<file path="src/rtl/ep0_stat_pkg.sv">
package ep0_stat_pkg;
  localparam int REG_W     = 8;
  localparam int BIT_TOG   = 7;
  localparam int BIT_SETUP = 6;
  localparam int BIT_TXF   = 5;
  localparam int BIT_RSV   = 4;
  localparam int CNT_MAX_W = 4;
endpackage

</file>
<file path="src/rtl/ep0_cap_regs.sv">
module ep0_cap_regs #(
  parameter int CNT_W = 4
) (
  input  logic             clk,
  input  logic             rst,
  input  logic             rx_done,
  input  logic             rx_toggle,
  input  logic             rx_setup,
  input  logic [CNT_W-1:0] rx_count,
  output logic             q_toggle,
  output logic             q_setup,
  output logic [CNT_W-1:0] q_count
);
  // Packet fields carry no reset: they are only meaningful after a reception.
  always_ff @(posedge clk) begin
    if (rx_done) begin
      q_toggle <= rx_toggle;
      q_setup  <= rx_setup;
      q_count  <= rx_count;
    end
  end


  toggle_cap_chk: assert property (@(posedge clk) disable iff (rst)
    rx_done |=> q_toggle == $past(rx_toggle));

  setup_cap_chk: assert property (@(posedge clk) disable iff (rst)
    rx_done |=> q_setup == $past(rx_setup));

  count_cap_chk: assert property (@(posedge clk) disable iff (rst)
    rx_done |=> q_count == $past(rx_count));

  fields_hold_chk: assert property (@(posedge clk) disable iff (rst)
    !rx_done |=> $stable({q_toggle, q_setup, q_count}));
endmodule

</file>
<file path="src/rtl/ep0_order_flag.sv">
module ep0_order_flag (
  input  logic clk,
  input  logic rst,
  input  logic rx_done,
  input  logic tx_pending,
  input  logic clr_req,
  output logic tx_first
);
  logic set_now;
  assign set_now = rx_done & tx_pending;

  // Set has priority over the software clear so no ordering event is lost.
  always_ff @(posedge clk) begin
    if (rst)          tx_first <= 1'b0;
    else if (set_now) tx_first <= 1'b1;
    else if (clr_req) tx_first <= 1'b0;
  end


  flag_set_chk: assert property (@(posedge clk) disable iff (rst)
    (rx_done && tx_pending) |=> tx_first);

  flag_clr_chk: assert property (@(posedge clk) disable iff (rst)
    (clr_req && !(rx_done && tx_pending)) |=> !tx_first);

  flag_keep_chk: assert property (@(posedge clk) disable iff (rst)
    (!clr_req && !(rx_done && tx_pending)) |=> $stable(tx_first));
endmodule

</file>
<file path="src/rtl/ep0_stat_rdmux.sv">
module ep0_stat_rdmux
  import ep0_stat_pkg::*;
#(
  parameter int CNT_W = 4
) (
  input  logic             clk,
  input  logic             rst,
  input  logic             sel,
  input  logic             q_toggle,
  input  logic             q_setup,
  input  logic             tx_first,
  input  logic [CNT_W-1:0] q_count,
  output logic [REG_W-1:0] rdata
);
  always_comb begin
    rdata = '0;
    if (sel) begin
      rdata[BIT_TOG]   = q_toggle;
      rdata[BIT_SETUP] = q_setup;
      rdata[BIT_TXF]   = tx_first;
      for (int i = 0; i < CNT_W; i++) rdata[i] = q_count[i];
    end
  end


  rsv_zero_chk: assert property (@(posedge clk) disable iff (rst)
    rdata[BIT_RSV] == 1'b0);

  idle_zero_chk: assert property (@(posedge clk) disable iff (rst)
    !sel |-> rdata == '0);
endmodule

</file>
<file path="src/rtl/ep0_rx_status.sv">
module ep0_rx_status
  import ep0_stat_pkg::*;
#(
  parameter int CNT_W = 4
) (
  input  logic             clk,
  input  logic             rst,
  input  logic             rx_done,
  input  logic             rx_toggle,
  input  logic             rx_setup,
  input  logic [CNT_W-1:0] rx_count,
  input  logic             tx_pending,
  input  logic             sel,
  input  logic             wr_en,
  input  logic [7:0]       wdata,
  output logic [7:0]       rdata
);
  localparam int FIELD_W = CNT_W;

  logic             q_toggle, q_setup, tx_first, clr_req;
  logic [FIELD_W-1:0] q_count;
  logic             unused_wbits;

  initial begin
    if (CNT_W < 1 || CNT_W > CNT_MAX_W)
      $error("CNT_W must be between 1 and %0d", CNT_MAX_W);
  end

  assign clr_req      = sel & wr_en & wdata[BIT_TXF];
  assign unused_wbits = ^{wdata[7:6], wdata[4:0]};

  ep0_cap_regs #(.CNT_W(FIELD_W)) u_cap (
    .clk(clk), .rst(rst), .rx_done(rx_done), .rx_toggle(rx_toggle),
    .rx_setup(rx_setup), .rx_count(rx_count),
    .q_toggle(q_toggle), .q_setup(q_setup), .q_count(q_count)
  );

  ep0_order_flag u_flag (
    .clk(clk), .rst(rst), .rx_done(rx_done), .tx_pending(tx_pending),
    .clr_req(clr_req), .tx_first(tx_first)
  );

  ep0_stat_rdmux #(.CNT_W(FIELD_W)) u_rd (
    .clk(clk), .rst(rst), .sel(sel), .q_toggle(q_toggle), .q_setup(q_setup),
    .tx_first(tx_first), .q_count(q_count), .rdata(rdata)
  );


  rst_flag_chk: assert property (@(posedge clk)
    rst |=> !tx_first);
endmodule

</file>
<file path="config.mk">
export PLATFORM = sky130hd
export DESIGN_NAME = ep0_rx_status
export DESIGN_NICKNAME = d
export VERILOG_FILES = /design/src/rtl/ep0_stat_pkg.sv /design/src/rtl/ep0_cap_regs.sv /design/src/rtl/ep0_order_flag.sv /design/src/rtl/ep0_stat_rdmux.sv /design/src/rtl/ep0_rx_status.sv
export SDC_FILE = /design/constraint.sdc
export NUM_CORES = 1
export LEC_CHECK = 0
export BUFFER_PORTS_ARGS = -buffer_cell sky130_fd_sc_hd__buf_2
export CELL_PAD_IN_SITES_DETAIL_PLACEMENT = 0
export CELL_PAD_IN_SITES_GLOBAL_PLACEMENT = 1
export CORE_AREA = 2 2 39 41
export CTS_BUF_LIST = sky130_fd_sc_hd__clkbuf_16
export DETAILED_ROUTE_END_ITERATION = 16
export DIE_AREA = 0 0 41 43
export PLACE_DENSITY_LB_ADDON = 0.1
export REMOVE_ABC_BUFFERS = 1
export SKIP_CTS_REPAIR_TIMING = 1
export SYNTH_ARGS = -nofsm -noshare
export SYNTH_HDL_FRONTEND = slang
export SYNTH_HIERARCHICAL = 1
export SYNTH_SLANG_ARGS = --single-unit
export TNS_END_PERCENT = 10
</file>
<file path="constraint.sdc">
create_clock -name clk -period 1.2 [get_ports clk]
set_input_delay 0 -clock clk [delete_from_list [all_inputs] [get_ports clk]]
set_output_delay 0 -clock clk [all_outputs]
set_load 0.05 [all_outputs]
</file>
# Yosys cells after proc, flatten, opt, wreduce, memory -nomap -nowiden
# Index checks and enable logic that the tools add are counted.
# classes
addsub	0
mul	0
div	0
n_lt_le_gt_ge	0
eq_ne	0
shift	0
n_mux	4
bitwise_logic	3
n_reduce_logical	1
# ops
cell	n
$mux W4	1
$and A1 B1 Y1	3
$mux W3	1
$mux W1	2
$reduce_bool A2 Y1	1
# word_totals
regBits	7
latchBits	0
mem_bits_rw	0
mem_bits_ro	0
inputBits	20
output_inout_bits	8
elab_cells	12
memories	0

# Depth between registers and ports, before layout
# logic_depth
word_depth	4
ltp_mapped	3
ltp_nobuf	3

# Cells and area by module
# Netlist, hierarchy kept.
# modules_own_cells
mod	instances	cells_per_inst	area_each_um2	seq_area_each_um2
ep0_cap_regs	1	6	180.2	180.2
ep0_stat_rdmux	1	9	55.1	0.0
ep0_order_flag	1	4	38.8	20.0
ep0_rx_status	1	1	6.3	0.0

# Least setup slack after synthesis
# OpenSTA, ideal clock, no wires.
# synth_timing
path_kind	register to output
from	register u_flag.tx_first
to	output rdata[5]
arrival_time_ps	722
required_ps	1200
path_slack_ps	478
stages_incl_launch_ff	2
path_cell_list	dfxtp_1 and2_1
# synth_via
elab_chain_cells	1
# synth_rtl
element	line	rtl
start: declaration	ep0_order_flag.sv:7	output logic tx_first
start signal: assignment	ep0_order_flag.sv:14	if (rst) tx_first <= 1'b0;
start signal: assignment	ep0_order_flag.sv:15	else if (set_now) tx_first <= 1'b1;
start signal: assignment	ep0_order_flag.sv:16	else if (clr_req) tx_first <= 1'b0;
$mux W3	ep0_stat_rdmux.sv:17	if (sel) begin
end: declaration	ep0_rx_status.sv:16	output logic [7:0] rdata
# No other way between the ends.

# Worst setup path in the final report
# layout_timing
from	register u_cap.q_count[0]
to	output rdata[0]
# layout_via
elab_chain_cells	1
# layout_rtl
element	line	rtl
start: declaration	ep0_cap_regs.sv:12	output logic [CNT_W-1:0] q_count
start signal: assignment	ep0_cap_regs.sv:19	q_count <= rx_count;
$mux W4	ep0_stat_rdmux.sv:17	
# No other way between the ends.

==> key figures <==
Placed design
  – Post-Place Cells: 54
  – Area post-placement: 388 µm²
  – Dpl ws: 0.496 ns
  – Number of port buffers: 19
  – Placer congestion estimate: ~0.51

Die
  – Starting Density: between 20% and 30%
  – Ports: 28
  – Die area: 1760 µm²
  – Die H: roughly 43 µm
  – Core Rows: 14
  – Die extent in x: 41 µm
  – Core Box Area: 1380 µm²

Route
  – Vias: 238
  – Vias per cell: 3.66
  – Drc violations: 0
  – Drt wl/cell: 9.25 µm
  – Iteration-0 DRC Markers: 0
  – Drt total wl: about 600 µm
  – Routed Antenna Nets: 0
  – DRT Pass-1 Iters: 1

GRT
  – Initial antenna violation count: 0
  – GRT Total Usage: 7.93%
  – Total congestion overflow: 0
  – First-pass GRT wire length: 848 µm
  – Vias in the first global route: 201
  – Pin count of the biggest net entering global routing: 9

Worst setup path
  – CP Cell Sequence: and2_1 > buf_2
  – Crit-path leading delay family: flip-flops
  – WP buf/inv: 1
  – Worst path max stage delay: ~0.35 ns
  – Worst path slowest cell: edfxtp_1
  – R2r endpoint: u_flag/tx_first$_SDFFE_PP0P_
  – Worst R2R Path Depth: 2
  – Worst R2R Start: u_flag/tx_first$_SDFFE_PP0P_
  – R2r setup slk: approximately 0.63 ns
  – Worst Path Max Fanout: 1
  – Setup crit start kind: register
  – CP Class: register to output port
  – Crit. End Element: output port
  – Worst Path Required: 1.20 ns
  – Crit path DAT: 0.93 ns

Timing
  – Final Cycle Share: 77.8%
  – Hold Fails Final Rpt: 0
  – Clock skew: 0 ns
  – Fmax: roughly 1100 MHz
  – Slew Limit Fails: 0
  – PnR worst setup slack: 0.266 ns
  – RSZ-0062 raised after global routing: false
  – Hold_ws: 0.0229 ns
  – Final min period: 0.934 ns
  – Setup TNS: 0 ns
  – Final Setup Violations: 0

Synth
  – Syn Inst Count: 20
  – YS warnings: 6
  – Cell variety after synth: 9
  – Cell Area, Synth: between 200 and 300 µm²
  – Sequential fraction of the synthesis area: a little under three quarters
  – Syn avg cell area: between 10 and 15 µm²
  – Yosys reg bits: 7

Power
  – Worst vdd ir: 0.000946 V
  – Sequential Power Share: 29.9%
  – Clock share of power: a little under three fifths
  – Net Sw Frac: 21.1%
  – Power Internal: 0.000767 W
  – Power per cell area: 1810 nW/µm²
  – Combinational Power Share: 13.4%
  – Sw Pwr: 0.000205 W
  – P_leak: 0.253 nW

Clock network
  – CTS root buf: clkbuf_16
  – Clk Latency, worst-skew pair: 0.23 ns
  – Clk pin slew, worst setup/hold paths: about 0.040 ns
  – TritonCTS clock tree: yes
  – H-tree lvl count: 1
  – Total CTS buffers: 3
  – CTS Buffer Depth: 2
  – CTS sink cnt: 7

Run status
  – Outcome: complete, no violations

Final layout
  – Fillers: about 140
  – Non-filler cells, final: 65
  – Nets@finish: 70
  – Layout cells sized above 1: 46.9%
  – Most frequent cells in the layout: buf_2 (19), dlygate4sd3_1 (7), and2_1 (7)
  – Design area: 537 µm²
  – Ant diodes: 0
  – Most common cell after layout, fill and taps aside: buf_2
  – Synthesis-to-finish area growth: 91.5%

Worst hold path
  – Min-delay worst type: input port to register
  – Destination of the worst hold path: u_flag/tx_first$_SDFFE_PP0P_
  – Hold depth: 3
  – Min-delay src: tx_pending

Run
  – Max-cap violations: 0
metal layers:
layer	global-route usage, %	wire length, µm	share of wire, %	up-vias
li1	-	-	-	122
met1	9.36	234	39	105
met2	10.0	326	54	11
met3	3.14	39	6.5	0
met4	8.00	0	0	0
met5	0	0	0	-
worst reg2reg max path: stages, from the launching register on:
cell and delay (ns):
dfxtp_1 0.32, nand2b_1 0.07, a21oi_2 0.11
synthesized netlist by cell type:
| cell | number | area share (%) |
|---|---|---|
| and2_1 | 7 | 16 |
| edfxtp_1 | 6 | 64 |
| a21oi_2 | 1 | 3.1 |
| and3_1 | 1 | 2.2 |
| buf_4 | 1 | 2.7 |
| conb_1 | 1 | 1.3 |
| dfxtp_1 | 1 | 7.1 |
| nand2_1 | 1 | 1.3 |
| nand2b_1 | 1 | 2.2 |
sequential cells by signal, summed over array words and instances (netlist names):
register	cells
u_cap/q_count	4
u_cap/q_setup	1
u_cap/q_toggle	1
u_flag/tx_first	1
cells by family after synthesis:
| group | Yosys count | share of synthesized area, % |
|---|---|---|
| compound gates | 1 | 3.13 |
| flops | 7 | 71.4 |
| other cells | 1 | 1.34 |
| buf+inv | 1 | 2.68 |
| simple gates | 10 | 21.4 |
worst max path at each step:
stage	from	to	slack, ns	cells past startpoint
CTS	u_cap/q_count[3]$_DFFE_PP_	rdata[3]	0.25	2
floorplan	u_flag/tx_first$_SDFFE_PP0P_	rdata[5]	0.48	1
detailed placement	u_cap/q_count[3]$_DFFE_PP_	rdata[3]	0.50	2
global route	u_flag/tx_first$_SDFFE_PP0P_	rdata[5]	0.22	2
finish	u_cap/q_count[0]$_DFFE_PP_	rdata[0]	0.27	2
global placement	u_cap/q_count[2]$_DFFE_PP_	rdata[2]	0.52	2
final cells by class:
type | instances | area (µm²) | share of cell area, %
clock buffers | 3 | 75.1 | 14.0
clock inverters | 1 | 3.75 | 0.699
multi-input cells | 12 | 72.6 | 13.5
flip-flops and latches | 7 | 200 | 37.3
well taps | 16 | 20.0 | 3.73
repair buffers | 26 | 165 | 30.8
power by group through the flow:
stage          Clock (W)  Sequential [W]  Combinational (W)
6_report        0.000550        0.000291           0.000131
5_1_grt         0.000580        0.000292           0.000140
4_1_cts         0.000564        0.000291           0.000115
3_5_place_dp           0        0.000294           0.000115
3_3_place_gp           0        0.000293           0.000113
2_1_floorplan          0        0.000292          0.0000751
per-stage QoR:
| step | power, W | utilization (%) |
|---|---|---|
| floorplan | 0.000367 | - |
| CTS | 0.000969 | 33.7 |
| global route | 0.00101 | 38.8 |
| global placement | 0.000406 | 28.0 |
| finish | 0.000971 | 38.8 |
| detailed placement | 0.000409 | 28.0 |
Power figures use the tool's default switching activity.
